<file path="config.mk">
export PLATFORM = sky130hd
export DESIGN_NAME = bch_conceal_dec
export DESIGN_NICKNAME = d
export VERILOG_FILES = /design/src/rtl/bchc_pkg.sv /design/src/rtl/bchc_syndrome.sv /design/src/rtl/bchc_locator.sv /design/src/rtl/bchc_conceal.sv /design/src/rtl/bch_conceal_dec.sv
export SDC_FILE = /design/constraint.sdc
export NUM_CORES = 1
export LEC_CHECK = 0
export BUFFER_PORTS_ARGS = -buffer_cell sky130_fd_sc_hd__buf_2
export CAP_MARGIN = 20
export CELL_PAD_IN_SITES_DETAIL_PLACEMENT = 0
export CELL_PAD_IN_SITES_GLOBAL_PLACEMENT = 1
export CORE_MARGIN = 4
export CORE_UTILIZATION = 45
export CTS_CLUSTER_SIZE = 28
export DETAILED_ROUTE_END_ITERATION = 7
export HOLD_SLACK_MARGIN = 0.1
export PLACE_DENSITY = 0.79
export SLEW_MARGIN = 20
export SYNTH_ARGS = -nofsm -noshare
export SYNTH_HDL_FRONTEND = slang
export SYNTH_HIERARCHICAL = 1
export SYNTH_SLANG_ARGS = --single-unit
</file>
<file path="constraint.sdc">
create_clock -name clk -period 8.2 [get_ports clk]
set_input_delay 1.64 -clock clk [delete_from_list [all_inputs] [get_ports clk]]
set_output_delay 1.64 -clock clk [all_outputs]
set_load 0.1 [all_outputs]
</file>
<file path="src/rtl/bchc_pkg.sv">
package bchc_pkg;

  typedef enum logic {
    CONCEAL_HOLD   = 1'b0,
    CONCEAL_INTERP = 1'b1
  } conceal_e;

  // x^e reduced modulo the primitive polynomial prim of degree m
  function automatic logic [15:0] gf_pow(input int m, input logic [15:0] prim, input int e);
    logic [15:0] r;
    r = 16'd1;
    for (int t = 0; t < e; t++) begin
      r = {r[14:0], 1'b0};
      if (r[m]) r = r ^ prim;
    end
    return r;
  endfunction

endpackage

</file>
<file path="src/rtl/bchc_syndrome.sv">
module bchc_syndrome #(
  parameter int          M    = 6,
  parameter logic [15:0] PRIM = 16'h0043,
  localparam int         N    = (1 << M) - 1
) (
  input  logic [N-1:0] cw,
  output logic [M-1:0] syn,
  output logic         par
);
  import bchc_pkg::*;

  logic [M-1:0] term [N];

  for (genvar gi = 0; gi < N; gi++) begin : g_term
    localparam logic [15:0] APOW = gf_pow(M, PRIM, gi);
    assign term[gi] = cw[gi] ? APOW[M-1:0] : '0;
  end

  always_comb begin
    syn = '0;
    for (int i = 0; i < N; i++) syn = syn ^ term[i];
  end

  assign par = ^cw;
endmodule

</file>
<file path="src/rtl/bchc_locator.sv">
module bchc_locator #(
  parameter int          M    = 6,
  parameter logic [15:0] PRIM = 16'h0043,
  localparam int         N    = (1 << M) - 1,
  localparam int         R    = M + 1,
  localparam int         K    = N - R
) (
  input  logic [N-1:0] cw,
  input  logic [M-1:0] syn,
  input  logic         par,
  output logic [K-1:0] data,
  output logic         single,
  output logic         double
);
  import bchc_pkg::*;

  logic [N-1:0] hit;

  for (genvar gi = 0; gi < N; gi++) begin : g_hit
    localparam logic [15:0] APOW = gf_pow(M, PRIM, gi);
    assign hit[gi] = par && (syn == APOW[M-1:0]);
  end

  assign data   = cw[N-1:R] ^ hit[N-1:R];
  assign single = |hit;
  assign double = (par || (syn != '0)) && !(|hit);
endmodule

</file>
<file path="src/rtl/bchc_conceal.sv">
module bchc_conceal #(
  parameter int K  = 56,
  parameter int SW = 16
) (
  input  logic         clk,
  input  logic         rst_n,
  input  logic         d_vld,
  input  logic [K-1:0] d_data,
  input  logic         d_sgl,
  input  logic         d_dbl,
  input  logic         mode,
  output logic         o_vld,
  output logic [K-1:0] o_data,
  output logic         o_sgl,
  output logic         o_dbl,
  output logic         o_err
);
  import bchc_pkg::*;

  logic          p_vld, p_sgl, p_dbl;
  logic [K-1:0]  p_data;
  logic [SW-1:0] last_q;

  logic          emit;
  logic [SW-1:0] cur_s, nxt_s, conc_s, last_n;
  logic [SW:0]   sum;
  logic [K-1:0]  o_data_n;

  always_comb begin
    emit   = d_vld && p_vld;
    cur_s  = p_data[SW-1:0];
    nxt_s  = d_data[SW-1:0];
    sum    = {last_q[SW-1], last_q} + {nxt_s[SW-1], nxt_s};
    if (!p_dbl)
      conc_s = cur_s;
    else if ((conceal_e'(mode) == CONCEAL_INTERP) && !d_dbl)
      conc_s = SW'(sum >> 1);
    else
      conc_s = last_q;
    o_data_n = {p_data[K-1:SW], conc_s};
    last_n   = (emit && !p_dbl) ? cur_s : last_q;
  end

  always_ff @(posedge clk or negedge rst_n) begin
    if (!rst_n) begin
      p_vld  <= 1'b0;
      p_sgl  <= 1'b0;
      p_dbl  <= 1'b0;
      p_data <= '0;
      last_q <= '0;
      o_vld  <= 1'b0;
      o_sgl  <= 1'b0;
      o_dbl  <= 1'b0;
      o_err  <= 1'b0;
      o_data <= '0;
    end else begin
      o_vld  <= emit;
      o_sgl  <= emit && p_sgl;
      o_dbl  <= emit && p_dbl;
      o_err  <= emit && (p_sgl || p_dbl);
      last_q <= last_n;
      if (emit) o_data <= o_data_n;
      if (d_vld) begin
        p_vld  <= 1'b1;
        p_sgl  <= d_sgl;
        p_dbl  <= d_dbl;
        p_data <= d_data;
      end
    end
  end
endmodule

</file>
<file path="src/rtl/bch_conceal_dec.sv">
module bch_conceal_dec #(
  parameter int          M        = 6,
  parameter logic [15:0] PRIM     = 16'h0043,
  parameter int          SAMPLE_W = 16,
  localparam int         N        = (1 << M) - 1,
  localparam int         R        = M + 1,
  localparam int         K        = N - R
) (
  input  logic         clk,
  input  logic         rst_n,
  input  logic         in_valid,
  output logic         in_ready,
  input  logic [N-1:0] in_code,
  input  logic         conceal_mode,
  output logic         out_valid,
  output logic [K-1:0] out_data,
  output logic         out_single,
  output logic         out_double,
  output logic         out_err
);

  // reset synchroniser: asserts at once, releases on a clock edge
  logic rst_q1, rst_q2, rst_s_n;
  always_ff @(posedge clk or negedge rst_n) begin
    if (!rst_n) begin
      rst_q1 <= 1'b0;
      rst_q2 <= 1'b0;
    end else begin
      rst_q1 <= 1'b1;
      rst_q2 <= rst_q1;
    end
  end
  assign rst_s_n = rst_q2;

  logic rdy_q;
  always_ff @(posedge clk or negedge rst_s_n) begin
    if (!rst_s_n) rdy_q <= 1'b0;
    else          rdy_q <= 1'b1;
  end
  assign in_ready = rdy_q;

  logic accept;
  assign accept = in_valid && rdy_q;

  // stage 1: syndrome
  logic [M-1:0] syn_c;
  logic         par_c;
  bchc_syndrome #(.M(M), .PRIM(PRIM)) u_syn (
    .cw (in_code),
    .syn(syn_c),
    .par(par_c)
  );

  logic         s1_vld, s1_par;
  logic [N-1:0] s1_cw;
  logic [M-1:0] s1_syn;
  always_ff @(posedge clk or negedge rst_s_n) begin
    if (!rst_s_n) begin
      s1_vld <= 1'b0;
      s1_par <= 1'b0;
      s1_cw  <= '0;
      s1_syn <= '0;
    end else begin
      s1_vld <= accept;
      if (accept) begin
        s1_cw  <= in_code;
        s1_syn <= syn_c;
        s1_par <= par_c;
      end
    end
  end

  // stage 2: locate and correct
  logic [K-1:0] fix_c;
  logic         sgl_c, dbl_c;
  bchc_locator #(.M(M), .PRIM(PRIM)) u_loc (
    .cw    (s1_cw),
    .syn   (s1_syn),
    .par   (s1_par),
    .data  (fix_c),
    .single(sgl_c),
    .double(dbl_c)
  );

  logic         d_vld, d_sgl, d_dbl;
  logic [K-1:0] d_data;
  always_ff @(posedge clk or negedge rst_s_n) begin
    if (!rst_s_n) begin
      d_vld  <= 1'b0;
      d_sgl  <= 1'b0;
      d_dbl  <= 1'b0;
      d_data <= '0;
    end else begin
      d_vld <= s1_vld;
      if (s1_vld) begin
        d_data <= fix_c;
        d_sgl  <= sgl_c;
        d_dbl  <= dbl_c;
      end
    end
  end

  // stage 3: one-word look-ahead and concealment
  bchc_conceal #(.K(K), .SW(SAMPLE_W)) u_conc (
    .clk   (clk),
    .rst_n (rst_s_n),
    .d_vld (d_vld),
    .d_data(d_data),
    .d_sgl (d_sgl),
    .d_dbl (d_dbl),
    .mode  (conceal_mode),
    .o_vld (out_valid),
    .o_data(out_data),
    .o_sgl (out_single),
    .o_dbl (out_double),
    .o_err (out_err)
  );
endmodule

</file>
==> flow_metrics.py <==
metrics = {
    "outcome": {
        "status": "complete, no violations",
    },
    "pwr": {
        "power_density_nw_per_um2": 415.0,
        "comb_power_share": 0.463,
        "vdd_drop_max_uv": 223.6,
        "switchingPower_mw": 2.804,
        "swShare": 0.4434,
        "p_int_mw": 3.521,
        "pwr-share-clk": 0.207,
        "power_mw": 6.325,
        "seqPwrFrac": 0.330,
        "leakage_nw": 6.712,
    },
    "route": {
        "drtAntennaViolNets": 0,
        "drc": 0,
        "wl_um": 31770,
        "avgViaCountPerCell": 5.350,
        "drt_iter0_drc": 422,
        "drt-pass1-iter-count": 5,
        "routedWlPerCell_um": 20.51,
        "vias": 8287,
    },
    "setup_path": {
        "r2r_start": "d_vld",
        "cp_cell_sequence": "buf_4 > nand2_2 > inv_2 > nand2b_1 > mux2_1",
        "critPathArrivalTime_ns": 4.29,
        "worstSetupStartpointType": "register",
        "crit_buf_inv": 2,
        "cpMaxStageDelayCell": "inv_2",
        "r2r_slack_ns": 4.34,
        "cpPeakStageDelay_ns": 0.83,
        "critPathCaptureType": "register",
        "critPathTopFamily": "buffers and inverters",
        "path_max_fanout": 61,
        "required_ns": 8.62,
        "path_class": "reg2reg",
        "crit_path_start": "d_vld",
    },
    "timing": {
        "slew_violations": 0,
        "whs_ns": 0.3505,
        "finClkSkew_ns": 0.01284,
        "setup_viol": 0,
        "finalSetupTns_ns": 0,
        "finalHoldViolCount": 0,
        "worst_pin_slew_ns": 0.9838,
        "relSlewSlack": 0.3442,
        "post-route-min-period_ns": 3.863,
        "rsz0062_at_grt": "no",
        "max_freq_ghz": 0.2588,
        "setup_ws_ns": 4.337,
        "period_share": 0.4711,
    },
    "floorplan": {
        "die_h_um": 181.2,
        "coreArea_um2": 29640,
        "initial_core_util": 0.4553,
        "dieArea_um2": 32820,
        "ios": 128,
        "std_cell_rows": 63,
        "die_w_um": 181.2,
    },
    "clocking": {
        "htree_levels": 1,
        "cts_made_buffers": 29,
        "cts_buffer_depth": 3,
        "cts_tree": "done",
        "cts_resized": 0,
        "post_cts_buffers": 0,
        "path_clk_slew_ns": 0.06,
        "cts_hold_buf": 0,
        "cts_sinks": 261,
        "clock_latency_ns": 0.55,
        "clockRootBuffer": "clkbuf_16",
    },
    "global_route": {
        "grt_start_max_net_pins": 80,
        "grt-ovfl-total": 0,
        "grt_antenna_before_repair": 2,
        "grt_pass1_vias": 8519,
        "grt_pass1_wl_um": 50340,
        "track_usage": 0.1919,
    },
    "placed_design": {
        "pre_cts_slack_ns": 4.198,
        "portBuffers": 127,
        "place_area_um2": 14280,
        "hpwl_um": 23380,
        "place.gp.congestion": 0.8688,
        "dp.cells": 1498,
    },
    "final_layout": {
        "final_cells": 1549,
        "n_antenna_cell": 0,
        "postLayoutCellArea_um2": 15240,
        "synthToLayoutAreaGrowth_pct": 12.94,
        "n_fill_cell": 2636,
        "fin_nets": 1222,
        "drive_above_1_share": 0.3779,
        "postLayoutCoreUtil": 0.5142,
    },
    "logic_synthesis": {
        "synth_cells": 1029,
        "avgSynthCellArea_um2": 13.11,
        "yosysWarnings": 6,
        "netlist_area_um2": 13490,
    },
    "hold_path": {
        "hp-class": "reg2async",
    },
    "run": {
        "maxCapViolCount": 0,
    },
}
==> routing by layer <==
metal  GRT usage  vias up  wire [µm]
met1      0.2776     4200      14680
met3     0.02718       45       1406
met5           0        -         26
met2      0.3090      216      14960
li1            -     3822          -
met4     0.04443        4        688
==> layout by cell type, fill, tap and decap left out, types with 17 or more instances in the layout <==
master     count
buf_2        127
clkbuf_16     29
dfrtp_1      258
mux2_2       171
mux2_4        62
nand2_1       56
nand3_1       27
nor2_1        39
xnor2_1      122
xnor3_1       17
xor2_1        41
==> flip-flops by register name (all words and copies together), names as in the netlist, 6 cells and up <==
register,count
d_data,56
s1_cw,56
u_conc/o_data,56
u_conc/p_data,56
u_conc/last_q,16
s1_syn,6
==> final cells by class <==
| cell class | instances | area (µm²) | share of cell area |
|---|---|---|---|
| Clock buffer | 42 | 824.5 | 0.05410 |
| Clock inverter | 9 | 131.4 | 0.008620 |
| Inverter | 10 | 37.54 | 0.002463 |
| Multi-Input combinational cell | 704 | 6541 | 0.4292 |
| Sequential cell | 261 | 6538 | 0.4289 |
| Tap cell | 390 | 488.0 | 0.03202 |
| Timing Repair Buffer | 133 | 680.7 | 0.04466 |
==> worst paths after layout <==
| check | to | cells after the start |
|---|---|---|
| max in group asynchronous | d_vld | 2 |
| worst min-delay path | d_data[18] | 0 |
| worst max-delay path | u_conc/last_q[8] | 5 |
| min in group clk | rst_q2 | 0 |
| worst max register to register | u_conc/last_q[8] | 5 |
| worst min register to register | d_data[18] | 0 |
==> power groups by stage <==
stage / sequential [mW] / combinational [mW] / clock, mW
finish: 2.09 / 2.93 / 1.31
global route: 2.16 / 3.11 / 1.39
CTS: 2.09 / 2.94 / 1.34
detailed placement: 2.11 / 2.93 / 0
global placement: 2.09 / 2.91 / 0
floorplan: 2.94 / 1.52 / 0
Note: power is estimated with default switching activity, not from simulation.
